[src/rtl/pgtrk_pkg.sv]
package pgtrk_pkg;
  typedef enum logic [1:0] {
    PG_IDLE     = 2'b00,
    PG_HIT      = 2'b01,
    PG_CONFLICT = 2'b10
  } pg_result_e;
endpackage

[src/rtl/pgtrk_open_flags.sv]
module pgtrk_open_flags #(
  parameter int NUM_CS = 4,
  parameter int BANKS  = 4,
  parameter int CS_W   = 2,
  parameter int BK_W   = 2
) (
  input  logic                      clk,
  input  logic                      rst,
  input  logic                      close_all,
  input  logic                      act_valid,
  input  logic [CS_W-1:0]           act_cs,
  input  logic [BK_W-1:0]           act_bank,
  input  logic                      pre_valid,
  input  logic [CS_W-1:0]           pre_cs,
  input  logic [BK_W-1:0]           pre_bank,
  input  logic                      prea_valid,
  input  logic [CS_W-1:0]           prea_cs,
  output logic [NUM_CS*BANKS-1:0]   open_q
);
  for (genvar c = 0; c < NUM_CS; c++) begin : g_cs
    logic cs_prea;
    assign cs_prea = prea_valid && (prea_cs == CS_W'(c));
    for (genvar b = 0; b < BANKS; b++) begin : g_bank
      logic hit_pre, hit_act;
      assign hit_pre = pre_valid && (pre_cs == CS_W'(c)) && (pre_bank == BK_W'(b));
      assign hit_act = act_valid && (act_cs == CS_W'(c)) && (act_bank == BK_W'(b));
      always_ff @(posedge clk) begin
        if (rst || close_all)  open_q[c*BANKS+b] <= 1'b0;
        else if (cs_prea)      open_q[c*BANKS+b] <= 1'b0;
        else if (hit_pre)      open_q[c*BANKS+b] <= 1'b0;
        else if (hit_act)      open_q[c*BANKS+b] <= 1'b1;
      end
    end
  end
endmodule

[src/rtl/pgtrk_row_store.sv]
module pgtrk_row_store #(
  parameter int ENTRIES = 16,
  parameter int IDX_W   = 4,
  parameter int ROW_W   = 15
) (
  input  logic              clk,
  input  logic              we,
  input  logic [IDX_W-1:0]  waddr,
  input  logic [ROW_W-1:0]  wdata,
  input  logic [IDX_W-1:0]  raddr,
  output logic [ROW_W-1:0]  rdata
);
  logic [ROW_W-1:0] mem [ENTRIES];

  always_ff @(posedge clk) begin
    if (we) mem[waddr] <= wdata;
  end

  assign rdata = mem[raddr];
endmodule

[src/rtl/pgtrk_classify.sv]
module pgtrk_classify #(
  parameter int ROW_W = 15
) (
  input  logic             retain_en,
  input  logic             entry_open,
  input  logic [ROW_W-1:0] stored_row,
  input  logic [ROW_W-1:0] req_row,
  output pgtrk_pkg::pg_result_e result
);
  import pgtrk_pkg::*;
  always_comb begin
    if (!retain_en || !entry_open) result = PG_IDLE;
    else if (stored_row == req_row) result = PG_HIT;
    else                            result = PG_CONFLICT;
  end
endmodule

[src/rtl/sdram_page_tracker.sv]
module sdram_page_tracker #(
  parameter int NUM_CS = 4,
  parameter int BANKS  = 4,
  parameter int ROW_W  = 15,
  localparam int CS_W    = $clog2(NUM_CS),
  localparam int BK_W    = $clog2(BANKS),
  localparam int IDX_W   = CS_W + BK_W,
  localparam int ENTRIES = NUM_CS * BANKS
) (
  input  logic             clk,
  input  logic             rst,
  input  logic             retain_en,
  input  logic             lp_enter,
  input  logic [CS_W-1:0]  req_cs,
  input  logic [BK_W-1:0]  req_bank,
  input  logic [ROW_W-1:0] req_row,
  output logic [1:0]       page_result,
  input  logic             act_valid,
  input  logic [CS_W-1:0]  act_cs,
  input  logic [BK_W-1:0]  act_bank,
  input  logic [ROW_W-1:0] act_row,
  input  logic             pre_valid,
  input  logic [CS_W-1:0]  pre_cs,
  input  logic [BK_W-1:0]  pre_bank,
  input  logic             prea_valid,
  input  logic [CS_W-1:0]  prea_cs
);
  logic                 close_all;
  logic [ENTRIES-1:0]   open_q;
  logic [ROW_W-1:0]     stored_row;
  logic [IDX_W-1:0]     req_idx, act_idx;
  pgtrk_pkg::pg_result_e result;

  assign close_all = lp_enter || !retain_en;
  assign req_idx   = {req_cs, req_bank};
  assign act_idx   = {act_cs, act_bank};

  pgtrk_open_flags #(.NUM_CS(NUM_CS), .BANKS(BANKS), .CS_W(CS_W), .BK_W(BK_W)) u_flags (
    .clk(clk), .rst(rst), .close_all(close_all),
    .act_valid(act_valid), .act_cs(act_cs), .act_bank(act_bank),
    .pre_valid(pre_valid), .pre_cs(pre_cs), .pre_bank(pre_bank),
    .prea_valid(prea_valid), .prea_cs(prea_cs), .open_q(open_q)
  );

  pgtrk_row_store #(.ENTRIES(ENTRIES), .IDX_W(IDX_W), .ROW_W(ROW_W)) u_rows (
    .clk(clk), .we(act_valid), .waddr(act_idx), .wdata(act_row),
    .raddr(req_idx), .rdata(stored_row)
  );

  pgtrk_classify #(.ROW_W(ROW_W)) u_cls (
    .retain_en(retain_en), .entry_open(open_q[req_idx]),
    .stored_row(stored_row), .req_row(req_row), .result(result)
  );

  assign page_result = result;
endmodule

[config.mk]
export PLATFORM = sky130hd
export DESIGN_NAME = sdram_page_tracker
export DESIGN_NICKNAME = d
export VERILOG_FILES = /design/src/rtl/pgtrk_pkg.sv /design/src/rtl/pgtrk_open_flags.sv /design/src/rtl/pgtrk_row_store.sv /design/src/rtl/pgtrk_classify.sv /design/src/rtl/sdram_page_tracker.sv
export SDC_FILE = /design/constraint.sdc
export NUM_CORES = 1
export LEC_CHECK = 0
export ABC_AREA = 1
export BUFFER_PORTS_ARGS = -buffer_cell sky130_fd_sc_hd__buf_4
export CAP_MARGIN = 20
export CORE_AREA = 8 8 221 223
export DETAILED_ROUTE_END_ITERATION = 7
export DIE_AREA = 0 0 229 231
export RECOVER_POWER = 100
export SETUP_SLACK_MARGIN = 0.3
export SLEW_MARGIN = 0
export SYNTH_ARGS = -nofsm -noshare
export SYNTH_HDL_FRONTEND = slang
export SYNTH_SLANG_ARGS = --single-unit
export TNS_END_PERCENT = 10
[constraint.sdc]
create_clock -name clk -period 3.6 [get_ports clk]
set_input_delay 0.72 -clock clk [delete_from_list [all_inputs] [get_ports clk]]
set_output_delay 0.72 -clock clk [all_outputs]
set_load 0.05 [all_outputs]
Word-level counts from Yosys, hierarchy flattened
Memories as Yosys holds them, arrays and structs flattened.
Index checks and enable logic that the tools add are counted.
Storage, ports and cells
  register bits after elaboration: 16
  RAM bits: 240
  input bits: 51
  output and inout port bits: 2
  logic and storage cells: 110
  memories: 1
Operators by class
  $lt $le $gt $ge: 1
  equal/unequal tests: 16
  mux-type cells: 6
  reductions and logical operators: 70
Memories
  u_rows.mem: depth 16, bits a word 15, rd ports 1, clocked after memory_dff 0, wr ports 1, RTL line pgtrk_row_store.sv:13  | logic [ROW_W-1:0] mem [ENTRIES];
Operators by type and width (count)
  $reduce_or 3->1: 16
  $logic_and 1x1->1: 44
  $eq 2x2->1 const B: 10
  $eq 15x15->1: 1
  $eq 2x1->1 const B: 5
  $logic_not 2->1: 5
  $lt 4x5->1 const B: 1
  $bmux 1 s4: 1
  $mux 2: 2
  $logic_or 1x1->1: 3
  $mux 1: 3
  $logic_not 1->1: 2

Logic depth before layout (Yosys ltp)
Gate-level depths: netlist (run 1).
  depth in word-level cells: 5
  gate-level depth with buffers: 16
  mapped depth without buffers: 14

Hierarchy
From an unflattened synthesis (run 1), not the netlist that was laid out.
Second synthesis, totals
  cell total of the unflattened synthesis: 1277
  area total of the unflattened synthesis: 11723.7 µm²
Modules (own cells, without submodules)
  pgtrk_row_store: times used 1, cells each 994, area an instance 10311.1 µm², seq. area each 7206.9 µm²
  pgtrk_open_flags: times used 1, cells each 146, area an instance 833.3 µm², seq. area each 320.3 µm²
  pgtrk_classify: times used 1, cells each 85, area an instance 331.6 µm², seq. area each 0.0 µm²
  sdram_page_tracker: times used 1, cells each 52, area an instance 247.7 µm², seq. area each 0.0 µm²

Worst setup path before layout (run 1)
OpenSTA, ideal clock, no wires.
  kind: input to output
  start point: in req_bank[0]
  end point: out page_result[1]
  data arrival time: 2496 ps
  data required time: 2880 ps
  setup slack: 384 ps
  stages on the path: 14
  path buffers: 3
  cells stage by stage: buf_6 buf_8 buf_6 nor2_1 nor2_1 o21ai_1 nand3_1 nand3_1 nand2_1 nand2_1 nand2_1 nand3_1 nor2_1 a21oi_1
On the way
  longest elaborated chain between the ends: 5
  elaborated cells on any way between the ends: 8
  classes of those cells: 1 x eq/ne; 4 x mux; 2 x reduce/logical; 1 x memory
RTL lines
  start: declaration: RTL line sdram_page_tracker.sv:15  | input logic [BK_W-1:0] req_bank,
  branches (longest 4 deep; another with $mem_v2 16x15)
  $mux 2 (*): RTL line pgtrk_classify.sv:12  | if (!retain_en || !entry_open) result = PG_IDLE;
  end: declaration: RTL line sdram_page_tracker.sv:17  | output logic [1:0] page_result,
Mark *: on every way between the ends. The select of a mux whose other input is x is not followed.

Worst setup path after layout (run 1)
  start point: in req_bank[0]
  end point: out page_result[0]
Same word-level chain as after synthesis.

==> results of run 1 <==
-- logic make-up (layout without fill, tap and decap cells) --
| logic type | after synthesis | in the layout | synth area share |
|---|---|---|---|
| simple gates | 638 | 638 | 0.233 |
| flops | 256 | 256 | 0.671 |
| buf+inv | 157 | 265 | 0.0691 |
| compound gates | 48 | 48 | 0.0269 |
| other cells | 0 | 1 | 0 |
-- repair_timing --
action,in CTS,in global routing
buffers inserted,8,1
cloned,6,7
hold endpoints to repair,0,0
pin swaps,3,18
setup endpoints to repair,2,2
gates resized for setup,24,48
-- power by group through the flow --
stage / Combinational (mW) / Sequential [mW] / Clock [mW]
CTS: 0.548 / 3.32 / 2.89
global placement: 0.489 / 3.38 / 0
detailed placement: 0.495 / 3.39 / 0
floorplan: 0.297 / 3.38 / 0
finish: 0.574 / 3.33 / 2.83
global route: 0.634 / 3.33 / 3.00
-- per-stage QoR --
step / instance area [µm²] / util / worst slack (ns)
6_report: 13800 / 0.307 / 0.367
5_1_grt: 13800 / 0.307 / 0.251
4_1_cts: 13700 / 0.304 / 0.301
3_5_place_dp: 12400 / 0.275 / 0.0834
3_3_place_gp: 12400 / 0.275 / 0.0564
2_1_floorplan: 11200 / - / 0.384
-- how the worst max path moves through the flow --
stage / startpoint / to
after detailed placement: req_bank[1] / page_result[0]
final: req_bank[0] / page_result[0]
after global routing: req_bank[0] / page_result[0]
after floorplan: req_bank[0] / page_result[1]
after CTS: req_bank[1] / page_result[0]
after global placement: req_bank[1] / page_result[0]
-- routing by layer --
metal  part of all wire  wire length, µm  vias up
met5            0.00041               13        -
li1                   -                -     3833
met2               0.47            14800      245
met1               0.43            13600     3738
met3              0.062             1940       52
met4              0.035             1090        2
-- layout by cell type, fill, tap and decap left out, drive strengths merged --
cell,n
a21oi,3
buf,68
bufbuf,1
bufinv,2
clkbuf,79
clkinv,10
dfxtp,16
diode,1
edfxtp,240
inv,105
nand2,359
nand3,149
nand3b,2
nor2,110
nor3,14
nor3b,1
o211ai,11
o21a,2
o21ai,29
o221ai,2
o22ai,1
or2,3
-- sequential cells by signal (all words and copies together) (netlist names) --
register        count
u_flags.open_q     16
u_rows.mem        240
-- worst register-to-register path, delay by kind of cell (launching register included) --
kind	cells	cell delay, ns
simple gates	2	0.22
flops	1	0.34
-- layout make-up --
cell class / instances / area share
Timing Repair inverter: 1 / 0.000814
Antenna cell: 1 / 0.000181
Multi-Input combinational cell: 686 / 0.223
Sequential cell: 256 / 0.544
Clock inverter: 11 / 0.00705
Clock buffer: 41 / 0.0594
Inverter: 105 / 0.0309
Tap cell: 600 / 0.0542
Timing Repair Buffer: 107 / 0.0808
-- cell usage after synthesis, types with 12 or more instances --
master    number  area share
dfxtp_1       16       0.029
nand2_1      359        0.12
nand3_1      149       0.066
nor2_1       109       0.036
buf_6         17       0.017
inv_1        103       0.034
o21ai_1       12      0.0054
nor3_1        14      0.0062
buf_2         21      0.0094
o21ai_0       17      0.0076
edfxtp_1     240        0.64
==> run_results.csv, run 1 <==
group,metric,value,unit
finish,seqCellArea,0.00753,mm²
grt,gr-usage-met1,0.149,
finish,syn_to_final_growth,23.3,%
critical_path,cp-end-kind,"primary output",
detailed_routing,drt-total-wl,31500,µm
pwr,internal_power,5.24,mW
placement,dp_cells,1733,
detailed_routing,wl_per_cell,17.4,µm
pwr,p_total,6.73,mW
die,dieWidth,229,µm
critical_path,path_delay_family,"simple AND/OR/NAND/NOR gates",
timing,finalCritPeriodShare,0.898,
finish,final_cells,1808,
die,core-area,0.0451,mm²
grt,busiest_layer,"met2",
critical_path,reg2reg_to,"u_flags.open_q[4]",
clock_network,htreeDepth,1,
clock_network,cts_max_path_buffers,3,
worst_hold_path,worstHoldPathType,"reg2reg",
die,io_pins,53,
die,die_h,231,µm
pwr,leakage,5.41,nW
worst_hold_path,hold_path_depth,1,
detailed_routing,dr.pass1.iters,5,
placement,gp_congestion,0.802,
synthesis,async_flop_share,0,
grt,grt_overflow,0,
synthesis,synth_edf_count,240,
pwr,clockPowerShare,0.421,
worst_hold_path,min_to,"u_flags.open_q[3]",
clock_network,clkLatencyLatePin,0.54,ns
clock_network,root_buffer,"clkbuf_16",
status,status,"finished, violations left",
grt,antenna_found_initial,2,
die,dieArea,0.0529,mm²
die,start_util,0.249,
grt,grt_pass1_wl,46400,µm
flow_run,drv_cap,4,
pwr,p_seq_frac,0.494,
detailed_routing,route.detailed.drc,0,
timing,report.final.slew_viol_count,68,
synthesis,synthCells,1099,
clock_network,cts.sinks,256,
critical_path,r2r_cells,2,
finish,multi_input_area,0.00308,mm²
timing,fin_tns_setup,0,ns
synthesis,syn_avg_cell_area,10.2,µm²
detailed_routing,vias,7870,
critical_path,crit_fanout,7,
synthesis,synth_nets,1150,
critical_path,critical_path_required,2.88,ns
pwr,switching_power,1.49,mW
clock_network,cts_tree,"yes",
status,violations,"max-capacitance violations, max-slew violations",
finish,nNetsFinal,1236,
critical_path,cp_num_buf_inv,4,
grt,track_usage,0.113,
grt,grt_pass1_vias,7610,
timing,finClkSkew,0,ns
critical_path,crit_path_max_incr_delay,0.20,ns
die,num_rows,78,
placement,hpwl,18200,µm
critical_path,worstReg2RegStart,"u_flags.open_q[4]",
pwr,netSwitchingFraction,0.221,
detailed_routing,via_per_inst,4.35,
timing,final.min_clock_period,3.23,ns
synthesis,ys_seq_area_frac,0.671,
synthesis,yosysUniqueCellTypes,28,
synthesis,yosys_register_bits,256,
timing,setup_viol,0,
critical_path,setup.worst_path.class,"in2out",
synthesis,synthFlopType,"edfxtp_1",
detailed_routing,drt_iter0_drc,774,
timing,relSlewSlack,-0.0947,
detailed_routing,ant_nets,0,
critical_path,cpMaxStageDelayCell,"or2_1",
critical_path,path_depth,16,
synthesis,syn-cell-area,0.0112,mm²
pwr,powerDensity,486,mW/mm²
grt,gr-usage-met3,0.0170,
timing,worst_pin_slew,1.64,ns
clock_network,cts_buffers,28,
critical_path,arrival,2.51,ns
worst_hold_path,worstHoldStart,"u_flags.open_q[3]",
clock_network,hold_buffers,0,
placement,io_buffers,52,
timing,whs,0.473,ns
critical_path,start_kind,"input pin",
timing,rsz0062_at_grt,"yes",
finish,fillers,4619,
timing,timing_hold_violations_final,0,
pwr,comb_power_share,0.085,
synthesis,ys_warn_count,0,
critical_path,path_cells,"buf_16 > clkinv_16 > buf_12 > or2_1 > nand2_1 > nand3_2 > nand3_2 > nand2_2 > nand2_1 > nand2_1 > nor2_2 > nand2_2 > nor2_4 > nand2_2 > nor2_4 > buf_8",
pwr,vdd_drop_max,0.311,mV
grt,grt_max_degree,45,
timing,fmax,309,MHz
grt,grt_use_met2,0.188,
critical_path,reg2reg_slack,2.96,ns
finish,drive_gt1_frac,0.131,
clock_network,clkTransAtPathRegs,0.06,ns
Power figures use the tool's default switching activity.
==> run 2, diff against run 1 <==
--- a/config.mk
+++ b/config.mk
@@ -8,9 +8,10 @@
 export ABC_AREA = 1
 export BUFFER_PORTS_ARGS = -buffer_cell sky130_fd_sc_hd__buf_4
 export CAP_MARGIN = 20
-export CORE_AREA = 8 8 221 223
+export CORE_AREA = 8 8 161 163
 export DETAILED_ROUTE_END_ITERATION = 7
-export DIE_AREA = 0 0 229 231
+export DIE_AREA = 0 0 169 171
+export PLACE_DENSITY = 0.65
 export RECOVER_POWER = 100
 export SETUP_SLACK_MARGIN = 0.3
 export SLEW_MARGIN = 0
==> run 2 against run 1 <==
  * The flow still finishes with violations (max-capacitance violations, max-slew violations)
  * Register-to-register slack worse by 0.05 ns
  * Die area shrank 45%
  * Clock power about the same
  * Power decreased by 0.54%
  * Via count grew 2.9%
  * Cell count fell by 16%
  * Sequential share of layout area increased by 1.8 points
  * Largest power group unchanged
==> run_results.csv, run 2 (synthesized netlist as in run 1, its figures left out) <==
group,metric,value,unit
status,status,"finished, violations left",
status,violations,"max-capacitance violations, max-slew violations",
pwr,comb_power_share,0.085,
timing,report.final.slew_viol_count,34,
placement,dp_cells,1453,
worst_hold_path,worstHoldPathType,"reg2reg",
pwr,clockPowerShare,0.418,
die,dieArea,0.0289,mm²
die,die_h,171,µm
finish,seqCellArea,0.00753,mm²
finish,fillers,2010,
placement,gp_congestion,0.850,
detailed_routing,dr.pass1.iters,5,
finish,largest_reg_flops,240,
grt,grt_pass1_vias,7715,
flow_run,drv_cap,2,
timing,finClkSkew,0,ns
detailed_routing,via_per_inst,5.31,
clock_network,hold_buffers,0,
pwr,netSwitchingFraction,0.221,
clock_network,cts.sinks,256,
pwr,internal_power,5.21,mW
clock_network,clkTransAtPathRegs,0.06,ns
grt,antenna_found_initial,0,
worst_hold_path,hold_path_depth,1,
timing,fmax,303,MHz
pwr,leakage,5.38,nW
critical_path,crit_fanout,11,
grt,grt_max_degree,46,
clock_network,cts_max_path_buffers,3,
finish,final_common_cell,"nand2_1",
pwr,switching_power,1.48,mW
placement,hpwl,15600,µm
timing,timing_hold_violations_final,0,
pwr,vdd_drop_max,0.300,mV
clock_network,cts_tree,"yes",
pwr,p_total,6.69,mW
finish,final_core_util,0.576,
clock_network,clkLatencyLatePin,0.53,ns
critical_path,critical_path_required,2.88,ns
detailed_routing,topRoutingLayerUsed,"met4",
critical_path,setup.worst_path.class,"in2out",
detailed_routing,drt_iter0_drc,860,
die,start_util,0.483,
finish,nNetsFinal,1237,
critical_path,r2r_cells,2,
timing,final.min_clock_period,3.30,ns
finish,drive_gt1_frac,0.137,
die,num_rows,56,
detailed_routing,vias,8099,
critical_path,worstReg2RegStart,"u_flags.open_q[1]",
finish,antennaDiodeCount,0,
critical_path,cp-end-kind,"primary output",
clock_network,root_buffer,"clkbuf_16",
finish,largestRegisters,"u_rows.mem: 240 flops, u_flags.open_q: 16 flops",
detailed_routing,wl_per_cell,19.9,µm
detailed_routing,route.met2.wl,14100,µm
finish,largest_register,"u_rows.mem",
critical_path,arrival,2.58,ns
finish,final_cells,1524,
finish,syn_to_final_growth,19.3,%
timing,fin_tns_setup,0,ns
timing,whs,0.476,ns
detailed_routing,drt-total-wl,30300,µm
finish,final_cell_mix,"354 x nand2_1, 240 x edfxtp_1, 133 x nand3_1, 102 x inv_1, 91 x nor2_1",
worst_hold_path,min_to,"u_flags.open_q[0]",
die,io_pins,53,
grt,grt_overflow,0,
timing,setup_viol,0,
detailed_routing,route.detailed.drc,0,
critical_path,start_kind,"input pin",
detailed_routing,route.met3.wl,2440,µm
critical_path,reg2reg_to,"u_flags.open_q[1]",
detailed_routing,wl_met1,13000,µm
die,core-area,0.0233,mm²
detailed_routing,ant_nets,0,
timing,finalCritPeriodShare,0.917,
timing,worst_pin_slew,1.57,ns
grt,track_usage,0.198,
critical_path,reg2reg_slack,2.91,ns
placement,io_buffers,52,
worst_hold_path,worstHoldStart,"u_flags.open_q[0]",
die,dieWidth,169,µm
pwr,p_seq_frac,0.497,
finish,multi_input_area,0.00306,mm²
grt,grt_pass1_wl,43900,µm
timing,relSlewSlack,-0.0463,
pwr,powerDensity,500,mW/mm²
timing,rsz0062_at_grt,"no",
clock_network,htreeDepth,1,
clock_network,cts_buffers,27,
[run 2: timing repair]
| action | CTS | global route |
|---|---|---|
| gates resized for setup | 14 | 46 |
| gates cloned | 3 | 11 |
| setup buffers | 0 | 9 |
| endpoints found under the setup margin | 2 | 2 |
| pin swaps | 3 | 13 |
[run 2: how the worst max path moves through the flow]
stage                 from        endpoint  slack (ns)
3_3_place_gp   req_bank[0]  page_result[0]        0.15
3_5_place_dp   req_bank[0]  page_result[0]        0.14
6_report       req_bank[0]  page_result[1]        0.30
5_1_grt        req_bank[0]  page_result[1]        0.13
4_1_cts        req_bank[0]  page_result[0]        0.30
2_1_floorplan  req_bank[0]  page_result[1]        0.38
[run 2: critical path: stages]
cell and delay [ns]:
buf_16 0.13, buf_12 0.15, clkbuf_16 0.17, nand2_1 0.07, nand2_1 0.06, nand2_1 0.06
nand3_1 0.08, nand3_1 0.11, nand2_1 0.06, nand2_1 0.05, nand2_1 0.08, nor2_2 0.11
nand2_2 0.08, nor2_2 0.28, a21oi_1 0.11, clkbuf_2 0.25
[run 2: power by group through the flow]
stage / combinational [mW] / sequential (mW) / clock, mW
after floorplan: 0.297 / 3.38 / 0
after global placement: 0.475 / 3.38 / 0
after detailed placement: 0.483 / 3.39 / 0
after CTS: 0.510 / 3.32 / 2.82
after global routing: 0.623 / 3.33 / 2.94
final: 0.572 / 3.33 / 2.80
[run 2: area by class of cell]
cell class / count / share of cell area
clock buffer: 33 / 0.0536
tap: 319 / 0.0298
timing repair buffer: 110 / 0.0814
sequential: 256 / 0.562
clock inverter: 15 / 0.0130
multi-input combinational: 686 / 0.229
inverter: 105 / 0.0313
[run 2: routing by layer]
metal / up-vias / track usage
met4: 0 / 0.0608
met3: 55 / 0.0320
met2: 346 / 0.327
li1: 3826 / -
met1: 3872 / 0.265
met5: - / 0
[run 2: per-stage QoR]
| step | instance area (µm²) | setup WS [ns] |
|---|---|---|
| 2_1_floorplan | 11200 | 0.384 |
| 3_3_place_gp | 12000 | 0.153 |
| 3_5_place_dp | 12000 | 0.141 |
| 4_1_cts | 13000 | 0.301 |
| 5_1_grt | 13400 | 0.132 |
| 6_report | 13400 | 0.298 |
